### src/rtl/sigwin_pkg.sv
package sigwin_pkg;

  // number of set bits among two neighbour flags
  function automatic logic [1:0] pair_sum(input logic a, input logic b);
    pair_sum = {1'b0, a} + {1'b0, b};
  endfunction

  // number of set bits among four neighbour flags
  function automatic logic [2:0] quad_sum(input logic a, input logic b,
                                          input logic c, input logic d);
    quad_sum = {1'b0, pair_sum(a, b)} + {1'b0, pair_sum(c, d)};
  endfunction

endpackage

### src/rtl/sigwin_regs.sv
module sigwin_regs #(
  parameter int COL_W = 6,
  parameter int IDX_W = 3
) (
  input  logic             clk,
  input  logic             rst_n,
  input  logic             shift_en,
  input  logic [COL_W-1:0] in_sig,
  input  logic [COL_W-1:0] in_sgn,
  input  logic             wb_en,
  input  logic [IDX_W-1:0] wb_idx,
  input  logic             wb_sgn,
  output logic [COL_W-1:0] l_sig,
  output logic [COL_W-1:0] c_sig,
  output logic [COL_W-1:0] r_sig,
  output logic [COL_W-1:0] l_sgn,
  output logic [COL_W-1:0] c_sgn,
  output logic [COL_W-1:0] r_sgn
);
  // centre column with any write-back applied
  logic [COL_W-1:0] c_sig_upd, c_sgn_upd;

  always_comb begin
    c_sig_upd = c_sig;
    c_sgn_upd = c_sgn;
    if (wb_en) begin
      c_sig_upd[wb_idx] = 1'b1;
      c_sgn_upd[wb_idx] = wb_sgn;
    end
  end

  always_ff @(posedge clk or negedge rst_n) begin
    if (!rst_n) begin
      l_sig <= '0; c_sig <= '0; r_sig <= '0;
      l_sgn <= '0; c_sgn <= '0; r_sgn <= '0;
    end else if (shift_en) begin
      l_sig <= c_sig_upd; l_sgn <= c_sgn_upd;
      c_sig <= r_sig;     c_sgn <= r_sgn;
      r_sig <= in_sig;    r_sgn <= in_sgn;
    end else begin
      c_sig <= c_sig_upd; c_sgn <= c_sgn_upd;
    end
  end
endmodule

### src/rtl/sigwin_mask.sv
module sigwin_mask #(
  parameter int COL_W = 6
) (
  input  logic             at_left,
  input  logic             at_right,
  input  logic             at_top,
  input  logic             at_bottom,
  input  logic [COL_W-1:0] l_sig,
  input  logic [COL_W-1:0] c_sig,
  input  logic [COL_W-1:0] r_sig,
  input  logic [COL_W-1:0] l_sgn,
  input  logic [COL_W-1:0] c_sgn,
  input  logic [COL_W-1:0] r_sgn,
  output logic [COL_W-1:0] ml_sig,
  output logic [COL_W-1:0] mc_sig,
  output logic [COL_W-1:0] mr_sig,
  output logic [COL_W-1:0] ml_sgn,
  output logic [COL_W-1:0] mc_sgn,
  output logic [COL_W-1:0] mr_sgn
);
  // rows that lie inside the block for this stripe
  logic [COL_W-1:0] row_keep;
  assign row_keep = ~{at_bottom, {(COL_W-2){1'b0}}, at_top};

  assign ml_sig = at_left  ? '0 : (l_sig & row_keep);
  assign ml_sgn = at_left  ? '0 : (l_sgn & row_keep);
  assign mr_sig = at_right ? '0 : (r_sig & row_keep);
  assign mr_sgn = at_right ? '0 : (r_sgn & row_keep);
  assign mc_sig = c_sig & row_keep;
  assign mc_sgn = c_sgn & row_keep;
endmodule

### src/rtl/sigwin_row.sv
module sigwin_row
  import sigwin_pkg::*;
(
  // bit 0 row above, bit 1 the sample row, bit 2 row below
  input  logic [2:0] l_sig,
  input  logic [2:0] c_sig,
  input  logic [2:0] r_sig,
  input  logic [2:0] l_sgn,
  input  logic [2:0] c_sgn,
  input  logic [2:0] r_sgn,
  output logic [1:0] h_cnt,
  output logic [1:0] v_cnt,
  output logic [2:0] d_cnt,
  output logic [1:0] hs_sig,
  output logic [1:0] hs_sgn,
  output logic [1:0] vs_sig,
  output logic [1:0] vs_sgn,
  output logic       own_sig,
  output logic       own_sgn,
  output logic       quiet
);
  assign h_cnt   = pair_sum(l_sig[1], r_sig[1]);
  assign v_cnt   = pair_sum(c_sig[0], c_sig[2]);
  assign d_cnt   = quad_sum(l_sig[0], l_sig[2], r_sig[0], r_sig[2]);
  assign hs_sig  = {r_sig[1], l_sig[1]};
  assign hs_sgn  = {r_sgn[1], l_sgn[1]};
  assign vs_sig  = {c_sig[2], c_sig[0]};
  assign vs_sgn  = {c_sgn[2], c_sgn[0]};
  assign own_sig = c_sig[1];
  assign own_sgn = c_sgn[1];
  assign quiet   = (h_cnt == 2'd0) && (v_cnt == 2'd0) && (d_cnt == 3'd0);
endmodule

### src/rtl/sigwin_window.sv
module sigwin_window #(
  parameter  int STRIPE_H = 4,
  localparam int COL_W    = STRIPE_H + 2,
  localparam int ROW_W    = $clog2(STRIPE_H),
  localparam int IDX_W    = $clog2(COL_W)
) (
  input  logic                  clk,
  input  logic                  rst_n,
  input  logic                  shift_en,
  input  logic [COL_W-1:0]      in_sig,
  input  logic [COL_W-1:0]      in_sgn,
  input  logic                  at_left,
  input  logic                  at_right,
  input  logic                  at_top,
  input  logic                  at_bottom,
  input  logic                  wb_en,
  input  logic [ROW_W-1:0]      wb_row,
  input  logic                  wb_sgn,
  output logic [2*STRIPE_H-1:0] h_cnt,
  output logic [2*STRIPE_H-1:0] v_cnt,
  output logic [3*STRIPE_H-1:0] d_cnt,
  output logic [2*STRIPE_H-1:0] nb_sig_h,
  output logic [2*STRIPE_H-1:0] nb_sgn_h,
  output logic [2*STRIPE_H-1:0] nb_sig_v,
  output logic [2*STRIPE_H-1:0] nb_sgn_v,
  output logic [STRIPE_H-1:0]   self_sig,
  output logic [STRIPE_H-1:0]   self_sgn,
  output logic                  rl_ok
);
  logic [COL_W-1:0] l_sig, c_sig, r_sig, l_sgn, c_sgn, r_sgn;
  logic [COL_W-1:0] ml_sig, mc_sig, mr_sig, ml_sgn, mc_sgn, mr_sgn;
  logic [IDX_W-1:0] wb_idx;
  logic [STRIPE_H-1:0] row_quiet;

  // stripe row r sits at column entry r+1
  assign wb_idx = IDX_W'(wb_row) + IDX_W'(1);

  sigwin_regs #(.COL_W(COL_W), .IDX_W(IDX_W)) u_regs (
    .clk(clk), .rst_n(rst_n), .shift_en(shift_en),
    .in_sig(in_sig), .in_sgn(in_sgn),
    .wb_en(wb_en), .wb_idx(wb_idx), .wb_sgn(wb_sgn),
    .l_sig(l_sig), .c_sig(c_sig), .r_sig(r_sig),
    .l_sgn(l_sgn), .c_sgn(c_sgn), .r_sgn(r_sgn)
  );

  sigwin_mask #(.COL_W(COL_W)) u_mask (
    .at_left(at_left), .at_right(at_right),
    .at_top(at_top), .at_bottom(at_bottom),
    .l_sig(l_sig), .c_sig(c_sig), .r_sig(r_sig),
    .l_sgn(l_sgn), .c_sgn(c_sgn), .r_sgn(r_sgn),
    .ml_sig(ml_sig), .mc_sig(mc_sig), .mr_sig(mr_sig),
    .ml_sgn(ml_sgn), .mc_sgn(mc_sgn), .mr_sgn(mr_sgn)
  );

  for (genvar r = 0; r < STRIPE_H; r++) begin : g_row
    sigwin_row u_row (
      .l_sig(ml_sig[r+2:r]), .c_sig(mc_sig[r+2:r]), .r_sig(mr_sig[r+2:r]),
      .l_sgn(ml_sgn[r+2:r]), .c_sgn(mc_sgn[r+2:r]), .r_sgn(mr_sgn[r+2:r]),
      .h_cnt(h_cnt[2*r+1:2*r]), .v_cnt(v_cnt[2*r+1:2*r]),
      .d_cnt(d_cnt[3*r+2:3*r]),
      .hs_sig(nb_sig_h[2*r+1:2*r]), .hs_sgn(nb_sgn_h[2*r+1:2*r]),
      .vs_sig(nb_sig_v[2*r+1:2*r]), .vs_sgn(nb_sgn_v[2*r+1:2*r]),
      .own_sig(self_sig[r]), .own_sgn(self_sgn[r]),
      .quiet(row_quiet[r])
    );
  end

  assign rl_ok = &row_quiet;
endmodule

### config.mk
export PLATFORM = sky130hd
export DESIGN_NAME = sigwin_window
export DESIGN_NICKNAME = d
export VERILOG_FILES = /design/src/rtl/sigwin_pkg.sv /design/src/rtl/sigwin_regs.sv /design/src/rtl/sigwin_mask.sv /design/src/rtl/sigwin_row.sv /design/src/rtl/sigwin_window.sv
export SDC_FILE = /design/constraint.sdc
export NUM_CORES = 1
export LEC_CHECK = 0
export ABC_AREA = 1
export BUFFER_PORTS_ARGS = -buffer_cell sky130_fd_sc_hd__buf_2
export CORE_ASPECT_RATIO = 1.5
export CORE_MARGIN = 8
export CORE_UTILIZATION = 44
export CTS_BUF_LIST = sky130_fd_sc_hd__clkbuf_2 sky130_fd_sc_hd__clkbuf_4 sky130_fd_sc_hd__clkbuf_8
export DETAILED_ROUTE_END_ITERATION = 10
export HOLD_SLACK_MARGIN = 0.12
export PLACE_DENSITY = 0.69
export SLEW_MARGIN = 20
export SYNTH_ARGS = -nofsm -noshare
export SYNTH_HDL_FRONTEND = slang
export SYNTH_HIERARCHICAL = 1
export SYNTH_SLANG_ARGS = --single-unit
export TNS_END_PERCENT = 10
### constraint.sdc
create_clock -name clk -period 4.2 [get_ports clk]
set_input_delay 0.63 -clock clk [delete_from_list [all_inputs] [get_ports clk]]
set_output_delay 0.63 -clock clk [all_outputs]
set_load 0.03 [all_outputs]
==> impl_metrics.env <==
export IMPL_outcome="complete, no violations"
export IMPL_grt_max_degree=36
export IMPL_tns_ns=0
export IMPL_relSlewSlack_pct=51.35
export IMPL_numCtsBuffers=5
export IMPL_cts_resized=0
export IMPL_antenna_found_initial=0
export IMPL_htreeDepth=2
export IMPL_cp_end_kind="primary output"
export IMPL_drt_pass1_iter_count=4
export IMPL_fmax_ghz=0.2892
export IMPL_clockBufferDepth=2
export IMPL_grt_util_all_layers_pct=13.74
export IMPL_die_area_um2=8916
export IMPL_syn_cell_area_um2=2688
export IMPL_via_count=2095
export IMPL_routed_wl_um=5821
export IMPL_drt_vias_per_instance=4.356
export IMPL_crit_required_ns=3.57
export IMPL_yosys_warnings=6
export IMPL_fin_crit_ns=3.458
export IMPL_critPathKind="input port to primary output"
export IMPL_syn_nets=417
export IMPL_drt_iter0_markers=69
export IMPL_antenna_cells=0
export IMPL_insertion_delay_ns=0.28
export IMPL_mostFrequentLayoutCell="buf_2"
export IMPL_gp_congestion=0.8122
export IMPL_grt_pass1_wl_um=9894
export IMPL_grt_overflow_total=0
export IMPL_io_pins=92
export IMPL_cts_hold_buf=0
export IMPL_hold_viol_final=0
export IMPL_ir_drop_v=0.0002047
export IMPL_tritoncts="built"
export IMPL_fin_crit_sh_pct=82.34
export IMPL_finalNonFillerCells=481
export IMPL_synthCells=365
export IMPL_worst_pin_slew_ns=0.7298
export IMPL_final_setup_worst_slack_ns=0.7418
export IMPL_start_util_pct=44.47
export IMPL_ant_nets=0
export IMPL_avgSynthCellArea_um2=7.363
export IMPL_fin_skew_ns=0.001830
export IMPL_wl_per_cell_um=12.10
export IMPL_grt_pass1_vias=2199
export IMPL_cts_setup_buffers=0
export IMPL_crit_fanout=10
export IMPL_setup_viol_count_final=0
export IMPL_rsz0062_at_grt="false"
export IMPL_chipHeight_um=111.7
export IMPL_maxCapViolations=0
export IMPL_hold_class="input port to asynchronous set/reset pin"
export IMPL_final_cell_mix="buf_2, inv_1, nand2_1, nor2_1, dfrtp_1"
export IMPL_slew_violations=0
export IMPL_crit_arrival_ns=2.83
export IMPL_core_area_um2=6043
export IMPL_core_rowCount=35
export IMPL_drc=0
export IMPL_placed_cells=473
export IMPL_start_kind="input port"
export IMPL_p_leak_nw=1.825
export IMPL_port_buffers=91
export IMPL_syn_to_final_growth_pct=7.868
export IMPL_powerDensity_nw_per_um2=374.5
export IMPL_path_clk_slew_ns=0.06
export IMPL_dp_final_hpwl_um=4695
export IMPL_nets=458
export IMPL_dp_slack_ns=0.7036
export IMPL_cts_root_buf="clkbuf_8"
export IMPL_drive_above_1_share_pct=28.26
export IMPL_clock_sinks=34
export IMPL_die_w_um=79.81
-- path summary, 6_finish.rpt --
path,start,end,slack (ns),depth (start not counted)
max,at_left,rl_ok,0.74,13
min,rst_n,u_regs/r_sig[0]$_DFFE_PN0P_,0.41,1
max reg2reg,u_regs/c_sig[2]$_DFF_PN0_,u_regs/l_sig[2]$_DFFE_PN0P_,3.36,2
min reg2reg,u_regs/r_sgn[0]$_DFFE_PN0P_,u_regs/r_sgn[0]$_DFFE_PN0P_,0.47,2
max in group asynchronous,rst_n,u_regs/c_sgn[5]$_DFF_PN0_,3.33,1
min in group clk,u_regs/r_sgn[0]$_DFFE_PN0P_,u_regs/r_sgn[0]$_DFFE_PN0P_,0.47,2
-- routing by layer --
layer	wire, um	track usage [%]	vias up
met3	501	3.952	8
li1	-	-	1094
met4	102	5.366	0
met5	0	0	-
met2	2936	24.56	63
met1	2280	14.40	930
-- state kept, by name, summed over array words and instances, names as in the netlist --
| register | count |
|---|---|
| u_regs/r_sgn | 6 |
| u_regs/l_sig | 6 |
| u_regs/c_sgn | 6 |
| u_regs/r_sig | 6 |
| u_regs/c_sig | 6 |
| u_regs/l_sgn | 4 |
-- worst max-delay path: stages --
cell     delay, ns
buf_2         0.17
nor2_1        0.31
inv_1         0.11
fa_1          0.54
inv_1         0.04
ha_1          0.17
ha_1          0.29
inv_1         0.07
nand3_1       0.06
nor2_1        0.10
nand2_1       0.07
nor2_1        0.07
buf_2         0.20
-- stage by stage --
stage | hold WS (ns) | cell area, um^2 | power (mW) | util (%)
floorplan | 0.3344 | 2688 | 0.8046 | -
global placement | 0.4556 | 2804 | 0.8412 | 46.40
detailed placement | 0.4583 | 2804 | 0.8488 | 46.40
CTS | 0.4345 | 2899 | 1.106 | 47.97
global route | 0.4646 | 2899 | 1.168 | 47.97
finish | 0.4055 | 2899 | 1.086 | 47.97
-- where the power goes --
group | internal, mW | switching (mW) | total (mW)
Sequential | 0.365 | 0.0294 | 0.395
Combinational | 0.126 | 0.315 | 0.441
Clock | 0.139 | 0.112 | 0.250
-- final cells by class --
class                      instances  area, um^2
multi-input combinational        185        1069
fill                             641        3144
inverter                          89       336.6
clock buffer                       7       90.09
sequential                        34       850.8
clock inverter                     1       5.005
timing repair buffer              91       455.4
tap                               74       92.59
Note: power is estimated with default switching activity, not from simulation.
